### src/rtl/bs_pkg.sv
package bs_pkg;
  typedef enum logic [2:0] {
    CL_ARITH = 3'd0,
    CL_CMPEQ = 3'd1,
    CL_CMPGE = 3'd2,
    CL_BRA   = 3'd3,
    CL_BT    = 3'd4,
    CL_BF    = 3'd5
  } insn_class_e;
endpackage

### src/rtl/bs_flag.sv
module bs_flag #(
  parameter int DATA_W = 32
) (
  input  logic              clk,
  input  logic              rst,
  input  logic              en,
  input  logic [2:0]        cls,
  input  logic [DATA_W-1:0] op_a,
  input  logic [DATA_W-1:0] op_b,
  output logic              t_q
);
  import bs_pkg::*;

  logic is_cmp;
  logic cmp_res;

  always_comb begin
    is_cmp  = 1'b0;
    cmp_res = 1'b0;
    case (cls)
      CL_CMPEQ: begin is_cmp = 1'b1; cmp_res = (op_a == op_b); end
      CL_CMPGE: begin is_cmp = 1'b1; cmp_res = ($signed(op_a) >= $signed(op_b)); end
      default:  begin is_cmp = 1'b0; cmp_res = 1'b0; end
    endcase
  end

  always_ff @(posedge clk) begin
    if (rst)               t_q <= 1'b0;
    else if (en && is_cmp) t_q <= cmp_res;
  end
endmodule

### src/rtl/bs_target.sv
module bs_target #(
  parameter int ADDR_W     = 32,
  parameter int DISP_W     = 8,
  parameter int INSN_BYTES = 2
) (
  input  logic [ADDR_W-1:0] pc,
  input  logic [DISP_W-1:0] disp,
  output logic [ADDR_W-1:0] tgt
);
  localparam int              SHIFT = $clog2(INSN_BYTES);
  localparam logic [ADDR_W-1:0] BASE = ADDR_W'(2 * INSN_BYTES);

  logic [ADDR_W-1:0] disp_ext;

  always_comb begin
    disp_ext = {{(ADDR_W-DISP_W){disp[DISP_W-1]}}, disp} << SHIFT;
    tgt      = pc + BASE + disp_ext;
  end
endmodule

### src/rtl/bs_seq.sv
module bs_seq #(
  parameter int ADDR_W     = 32,
  parameter int INSN_BYTES = 2
) (
  input  logic              clk,
  input  logic              rst,
  input  logic [ADDR_W-1:0] reset_vec,
  input  logic              en,
  input  logic [2:0]        cls,
  input  logic              t_cur,
  input  logic [ADDR_W-1:0] tgt,
  output logic [ADDR_W-1:0] pc_q,
  output logic              slot_q,
  output logic              err_q,
  output logic              squash_q
);
  import bs_pkg::*;

  localparam logic [ADDR_W-1:0] STEP = ADDR_W'(INSN_BYTES);

  logic [ADDR_W-1:0] pend_q;
  logic is_bra, is_cond, is_br, cond_take;

  always_comb begin
    is_bra    = (cls == CL_BRA);
    is_cond   = (cls == CL_BT) || (cls == CL_BF);
    is_br     = is_bra || is_cond;
    cond_take = ((cls == CL_BT) && t_cur) || ((cls == CL_BF) && !t_cur);
  end

  always_ff @(posedge clk) begin
    if (rst) begin
      pc_q     <= reset_vec;
      pend_q   <= '0;
      slot_q   <= 1'b0;
      err_q    <= 1'b0;
      squash_q <= 1'b0;
    end else begin
      err_q    <= 1'b0;
      squash_q <= 1'b0;
      if (en) begin
        if (slot_q) begin
          pc_q   <= pend_q;
          slot_q <= 1'b0;
          err_q  <= is_br;
        end else if (is_bra) begin
          pc_q   <= pc_q + STEP;
          pend_q <= tgt;
          slot_q <= 1'b1;
        end else if (is_cond && cond_take) begin
          pc_q     <= tgt;
          squash_q <= 1'b1;
        end else begin
          pc_q <= pc_q + STEP;
        end
      end
    end
  end
endmodule

### src/rtl/branch_seq.sv
module branch_seq #(
  parameter int ADDR_W     = 32,
  parameter int DATA_W     = 32,
  parameter int DISP_W     = 8,
  parameter int INSN_BYTES = 2
) (
  input  logic              clk,
  input  logic              rst,
  input  logic [ADDR_W-1:0] reset_vec,
  input  logic              in_valid,
  input  logic [2:0]        in_class,
  input  logic [DATA_W-1:0] op_a,
  input  logic [DATA_W-1:0] op_b,
  input  logic [DISP_W-1:0] disp,
  output logic [ADDR_W-1:0] fetch_pc,
  output logic              t_flag,
  output logic              in_slot,
  output logic              slot_err,
  output logic              squash
);
  logic [ADDR_W-1:0] br_tgt;

  bs_flag #(.DATA_W(DATA_W)) u_flag (
    .clk(clk), .rst(rst), .en(in_valid), .cls(in_class),
    .op_a(op_a), .op_b(op_b), .t_q(t_flag)
  );

  bs_target #(.ADDR_W(ADDR_W), .DISP_W(DISP_W), .INSN_BYTES(INSN_BYTES)) u_tgt (
    .pc(fetch_pc), .disp(disp), .tgt(br_tgt)
  );

  bs_seq #(.ADDR_W(ADDR_W), .INSN_BYTES(INSN_BYTES)) u_seq (
    .clk(clk), .rst(rst), .reset_vec(reset_vec), .en(in_valid),
    .cls(in_class), .t_cur(t_flag), .tgt(br_tgt),
    .pc_q(fetch_pc), .slot_q(in_slot), .err_q(slot_err), .squash_q(squash)
  );
endmodule

### config.mk
export PLATFORM = sky130hd
export DESIGN_NAME = branch_seq
export DESIGN_NICKNAME = d
export VERILOG_FILES = /design/src/rtl/bs_pkg.sv /design/src/rtl/bs_flag.sv /design/src/rtl/bs_target.sv /design/src/rtl/bs_seq.sv /design/src/rtl/branch_seq.sv
export SDC_FILE = /design/constraint.sdc
export NUM_CORES = 1
export LEC_CHECK = 0
export BUFFER_PORTS_ARGS = -buffer_cell sky130_fd_sc_hd__clkbuf_2
export CAP_MARGIN = 20
export CORE_MARGIN = 2
export CORE_UTILIZATION = 58
export CTS_BUF_LIST = sky130_fd_sc_hd__clkbuf_2 sky130_fd_sc_hd__clkbuf_4 sky130_fd_sc_hd__clkbuf_8
export CTS_CLUSTER_DIAMETER = 150
export DETAILED_ROUTE_END_ITERATION = 12
export PLACE_DENSITY = 0.84
export SLEW_MARGIN = 20
export SYNTH_ARGS = -nofsm -noshare
export SYNTH_HDL_FRONTEND = slang
export SYNTH_HIERARCHICAL = 1
export SYNTH_SLANG_ARGS = --single-unit
### constraint.sdc
create_clock -name clk -period 4.01 [get_ports clk]
set_input_delay 0.6015 -clock clk [delete_from_list [all_inputs] [get_ports clk]]
set_output_delay 0.6015 -clock clk [all_outputs]
set_load 0.1 [all_outputs]
==> flow_summary.toml, run 1 <==
[timing]
rsz0062_at_grt = "no"
fin_setup_tns_ns = 0
period_minus_slack_ns = 3.78
max_slew.worst_pin.slew_ns = 0.917
fin_ws_ns = 0.228
finClkSkew_ns = 0.0129
post-route-period-util = 0.943
relSlewSlack = 0.389
max_clock_freq_ghz = 0.264
finalHoldViolCount = 0
setup_viol = 0
maxSlewViolCount = 0

[worst_setup_path]
worst_path_most_repeated_cell = "inv_1"
crit_buf_inv = 3
crit_family = "compound AO/OA/AOI/OAI gates"
slowest_stage = "edfxtp_1"
path_depth = 17
critPathLaunchType = "flop"
crit_chain = "inv_1, ha_1, inv_1, ha_1, inv_1, fa_1, nand2b_1, a21oi_2, o2111ai_2, o21ba_2, o21ai_4, a21oi_1, xnor2_1, nor2_1, a221oi_1, a21oi_1, a31oi_1"
cp_max_fo = 5
rr_worst_depth = 17
critical_path.endpoint_type = "flop"
critPathMaxStageDelay_ns = 0.46
critPathKind = "reg -> reg"
worstPathArrival_ns = 3.99
cp.required_ns = 4.22

[global_route]
grt_max_degree = 68
antenna_found_initial = 0
grt_pass1_wl_mm = 30.1
grt-busiest-layer = "met2"
grtUsageMet3 = 0.0335
grtUsageMet1 = 0.390
grt_pass1_vias = 6515
track_usage = 0.288
gr-total-overflow = 0
met2_usage = 0.475

[die]
core_area_sq_um = 11400
die-area_sq_um = 12600
fp.dieH_um = 112
dieWidth_um = 112
start_util = 0.594
rows = 39
ios = 146

[yosys]
synth_cell_type_count = 76
async_flop_share = 0
synth_seq_cells = 68
yosys_warnings = 6
synth_ff_type = "dfxtp_1"
synth_adder_area_share = 0.173
ys_seq_area_frac = 0.248
post_synth_inst_count = 856
synth_enable_flop_cells = 32
synth_area_sq_um = 6790
syn_avg_cell_area_sq_um = 7.93
synthXorXnorAreaFrac = 0.0710
muxShareOfSynthArea = 0.00313
synthSimpleGateAreaFrac = 0.223
synth_compound_area_frac = 0.225
synth_top_family_by_area = "compound AO/OA/AOI/OAI gates"
syn-num-nets = 1059

[cells_and_area]
final_util = 0.690
fin_nets = 1188
area_delta_synth_final_pct = 16.1
stdcell_area_sq_um = 7880
diodes = 0
nFillCells = 970
drive_above_1_share = 0.205

[routing]
via_per_inst = 6.05
vias = 6850
ant_nets = 0
wire_per_inst_um = 15.9
drtIter0Drc = 426
drtPass1Iterations = 5
drc = 0
drt-total-wl_mm = 18.1

[placement]
hpwl_mm = 13.7
io_buffers = 145
place_area_sq_um = 7630
dp_slack_ns = 0.0925
globalplace.congestion = 0.965

[clock_tree]
h-tree-depth = 3
clkSlewWorstSetupHoldPaths_ns = 0.07
clk_path_buf_depth = 2
cts_setup_buffers = 0
numClockSinks = 68
cts_made_buffers = 9
clk_latency_ns = 0.37
cts_tree = "built"
cts-root-buf = "clkbuf_8"

[power]
vdd_ir_drop_max_mv = 0.285
p_leak_uw = 0.00350
power_density_nw_per_um2 = 393

[min_path]
hold_depth = 2
hp-class = "reg -> reg"

[run_status]
status = "complete, no violations"

[run]
max_cap_viol_count = 0
[cell type report]
type	count	area (sq um)	area share
multi-input combinational	692	4740	0.601
clock buffer	10	131	0.0167
clock inverter	6	113	0.0143
inverter	55	206	0.0262
sequential	68	1680	0.214
tap	143	179	0.0227
timing repair buffer	159	833	0.106
[cell usage after synthesis (2+ instances only)]
library cell  instances  area, sq um
a211o_1               7         61.3
inv_1                54          203
nor3_2                2         20.0
a21oi_1             120          601
or2_2                 2         12.5
a31oi_1               7         43.8
o21ai_1              10         50.1
nor3_1                9         45.0
edfxtp_1             32          961
nand4_2               3         37.5
nand2b_1              9         56.3
nor2_1               53          199
nand2_1             126          473
o21ai_0              25          125
a21o_1                8         60.1
o211ai_1              3         22.5
nand4b_1              2         17.5
and2_1                4         25.0
a211oi_1              4         30.0
clkbuf_1             25         93.8
a22oi_1               2         15.0
buf_1                 2         7.51
a221o_1              11          110
dfxtp_1              36          721
buf_2                10         50.1
and3_1               11         68.8
buf_6                 2         22.5
buf_4                 2         15.0
nand3b_1             13         97.6
nand3_1              21          105
nor4_1                7         43.8
ha_1                 92         1150
a221oi_1             12          105
xnor2_1              38          333
xor2_1               17          149
nand4_1              19          119
nor2b_1               9         56.3
o21a_1                6         45.0
o21bai_1              4         30.0
[sequential cells by signal, summed over array words and instances (netlist names)]
name / count
u_flag/t_q: 1
u_seq/pc_q: 32
u_seq/err_q: 1
u_seq/pend_q: 32
u_seq/slot_q: 1
u_seq/squash_q: 1
[placed cells by master (no fill, tap or decap), drive strengths merged, types with 9 or more instances in the layout]
master and count:
xnor2 38, nor2b 9, nand4 22, xor2 17, dfxtp 36, a21oi 120
and3 11, edfxtp 32, nand3b 13, nor3 12, a221oi 12, ha 92
o21ai 36, nand2b 9, buf 15, nand2 126, a221o 11, nor2 55
inv 54, clkbuf 154, nand3 23
[power breakdown]
group	switching, uW	leakage (uW)	internal [uW]	total, uW
sequential	83.4	0.000623	799	883
clock	285	0.000124	421	706
combinational	989	0.00276	522	1510
total	1360	0.00350	1740	3100
[repair_timing]
item	in CTS	in global routing
setup endpoints to repair	0	2
resized for setup	0	1
hold buffers	0	0
[cell families after synthesis]
logic type / count (synthesis)
adders and majority gates: 93
xor gates and xnor gates: 55
and+or+nand+nor: 303
AOI/OAI and AO/OA: 239
buffers and inverters: 96
DFF: 68
muxes: 2
[per-layer routing]
| layer | part of all wire | up-vias | wire length, um |
|---|---|---|---|
| li1 | - | 3351 | - |
| met2 | 0.46 | 287 | 8380 |
| met4 | 0.024 | 0 | 442 |
| met3 | 0.072 | 31 | 1290 |
| met5 | 0 | - | 0 |
| met1 | 0.44 | 3181 | 7940 |
[worst register-to-register path, delay by kind of cell (launching register included)]
kind	cells	cell delay, ns
adders and majority gates	3	0.82
and+or+nand+nor	2	0.27
DFF	1	0.46
AOI/OAI and AO/OA	8	1.65
buffers and inverters	3	0.23
xor gates and xnor gates	1	0.20
[through the flow]
stage / power [uW] / cells / hold slack, ns
after global routing: 3280 / 1133 / 0.472
final: 3100 / 1133 / 0.455
after detailed placement: 2380 / 1117 / 0.447
after global placement: 2360 / 1117 / 0.438
after floorplan: 2050 / 856 / 0.431
after CTS: 3090 / 1133 / 0.457
[final timing paths]
kind	from	to	slack [ns]
worst min-delay path	u_seq/pend_q[8]	u_seq/pend_q[8]	0.46
worst min register to register	u_seq/pend_q[8]	u_seq/pend_q[8]	0.46
worst max register to register	u_seq/pc_q[2]	u_seq/pc_q[24]	0.23
worst max-delay path	u_seq/pc_q[2]	u_seq/pc_q[24]	0.23
No activity file was read; power rests on OpenSTA's default activity.
==> run 2: changes to the inputs <==
CORE_UTILIZATION = 54   (was 58)
PLACE_DENSITY = 0.79   (was 0.84)
==> run 2 against run 1 <==
Cell area is essentially flat. Die area grew 7.1%. Highest routed layer unchanged. Fmax grew 0.25%. Wire length grew 2.6%. Clock power shrank 16%. Sequential share of layout area is essentially flat. Cell count grew 2.3%. Total power shrank 3.2%. First-iteration DRC count grew 5.2%. Combinational power is essentially flat. Sequential power is essentially flat.
==> flow_summary.toml, run 2 (synthesis gave the netlist of run 1 again) <==
[worst_setup_path]
worstPathArrival_ns = 3.97
r2r-end = "u_seq/pc_q[28]"
crit_buf_inv = 3
regToRegStartpoint = "u_seq/pc_q[2]"
crit_family = "compound AO/OA/AOI/OAI gates"
critPathLaunchType = "flop"
r2r_slack_ns = 0.24
cp_max_fo = 5
crit_chain = "inv_1, ha_1, inv_1, ha_1, inv_1, fa_1, nand2b_1, a21oi_2, o2111ai_2, o21ba_2, o21ai_2, nor4_1, nor3_1, nor2_1, a221oi_1, a21oi_1, a31oi_1"
critPathKind = "reg -> reg"
slowest_stage = "edfxtp_1"
critical_path.endpoint_type = "flop"
cp.required_ns = 4.21
worst_path_most_repeated_cell = "inv_1"
critPathMaxStageDelay_ns = 0.46
rr_worst_depth = 17

[die]
dieWidth_um = 116
start_util = 0.558
rows = 40
die-area_sq_um = 13500
core_area_sq_um = 12200
fp.dieH_um = 116
ios = 146

[clock_tree]
ctsHoldBuffers = 0
h-tree-depth = 3
numClockSinks = 68
cts_tree = "built"
cts_setup_buffers = 0
cts_made_buffers = 9
clk_path_buf_depth = 2
clk_latency_ns = 0.35
ctsResizeCount = 0
clkSlewWorstSetupHoldPaths_ns = 0.08
cts-root-buf = "clkbuf_8"

[run_status]
status = "complete, no violations"

[routing]
drc = 0
ant_nets = 0
via_per_inst = 5.83
drtIter0Drc = 448
drtPass1Iterations = 6
drt-total-wl_mm = 18.5
vias = 6753
wire_per_inst_um = 16.0

[cells_and_area]
diodes = 0
drive_above_1_share = 0.207
nFillCells = 1082
stdcell_area_sq_um = 7890
area_delta_synth_final_pct = 16.2
top_regs = "u_seq/pc_q: 32 flops, u_seq/pend_q: 32 flops"
layout_commonest_cell = "clkbuf_2"
final_cell_mix = "clkbuf_2, nand2_1, a21oi_1"
multi_input_area_sq_um = 4740
register_area_sq_um = 1680
fin_nets = 1190

[global_route]
grt_pass1_wl_mm = 30.2
antenna_found_initial = 0
grt_pass1_vias = 6294
gr-total-overflow = 0
grt_max_degree = 61
track_usage = 0.279

[timing]
post-route-period-util = 0.941
rsz0062_at_grt = "no"
max_slew.worst_pin.slew_ns = 0.868
max_clock_freq_ghz = 0.265
finalHoldViolCount = 0
maxSlewViolCount = 0
setup_viol = 0
relSlewSlack = 0.421
finClkSkew_ns = 0.00693
period_minus_slack_ns = 3.77
fin_setup_tns_ns = 0

[power]
p_comb_frac = 0.508
vdd_ir_drop_max_mv = 0.261
power_density_nw_per_um2 = 381
p_int_uw = 1660
p_leak_uw = 0.00350
finalPower_uw = 3000
seqPwrFrac = 0.294
power_frac_clock = 0.198
switching_power_uw = 1340
swShare = 0.448

[min_path]
hp-class = "reg -> reg"
min_to = "u_seq/pend_q[16]"
worstHoldStart = "u_seq/pend_q[16]"
hold_depth = 2

[placement]
io_buffers = 145
place_area_sq_um = 7680
hpwl_mm = 14.0
globalplace.congestion = 0.963

[run]
max_cap_viol_count = 0
## run 2: cell types whose count changed in the layout (fill, tap and decap cells not counted), sizes merged
cell,change
clkinv,-2
buf,+2
clkbuf,+3
bufinv,-2
## run 2: worst max-delay path by stage
stage,from,endpoint,depth (start not counted)
2_1_floorplan,u_seq/pc_q[2],u_seq/pc_q[28],17
3_3_place_gp,disp[1],u_seq/pc_q[28],18
3_5_place_dp,disp[7],u_seq/pc_q[27],14
4_1_cts,u_seq/pc_q[2],u_seq/pc_q[28],17
5_1_grt,u_seq/pc_q[2],u_seq/pc_q[28],17
6_report,u_seq/pc_q[2],u_seq/pc_q[28],17
## run 2: power by group through the flow
stage	clock network (uW)	registers (uW)	logic (uW)
floorplan	0	1190	860
global placement	0	896	1480
detailed placement	0	897	1500
CTS	603	881	1510
global route	632	890	1670
finish	595	882	1520
## run 2: stage by stage
step	cells	setup WS, ns	utilization	hold slack, ns
6_report	1159	0.238	0.648	0.458
5_1_grt	1159	0.00886	0.648	0.473
4_1_cts	1159	0.254	0.648	0.457
3_5_place_dp	1144	0.0184	0.631	0.446
3_3_place_gp	1144	0.148	0.631	0.437
2_1_floorplan	856	0.0413	-	0.431
## run 2: final cells by class
cell class / count / area share
sequential: 68 / 0.213
inverter: 55 / 0.0262
tap: 168 / 0.0267
clock buffer: 13 / 0.0211
multi-input combinational: 692 / 0.601
timing repair buffer: 161 / 0.108
clock inverter: 2 / 0.00444
## run 2: worst reg2reg max path, cell delays in order (launching register included)
cell	delay, ns
edfxtp_1	0.46
inv_1	0.09
ha_1	0.22
inv_1	0.05
ha_1	0.19
inv_1	0.07
fa_1	0.41
nand2b_1	0.19
a21oi_2	0.22
o2111ai_2	0.19
o21ba_2	0.27
o21ai_2	0.28
nor4_1	0.08
nor3_1	0.26
nor2_1	0.08
a221oi_1	0.33
a21oi_1	0.07
a31oi_1	0.16
## run 2: layer usage
metal  track usage  wire, um
met1         0.374      8370
met2         0.468      8680
met3        0.0374      1090
met4        0.0905       376
met5             0         0
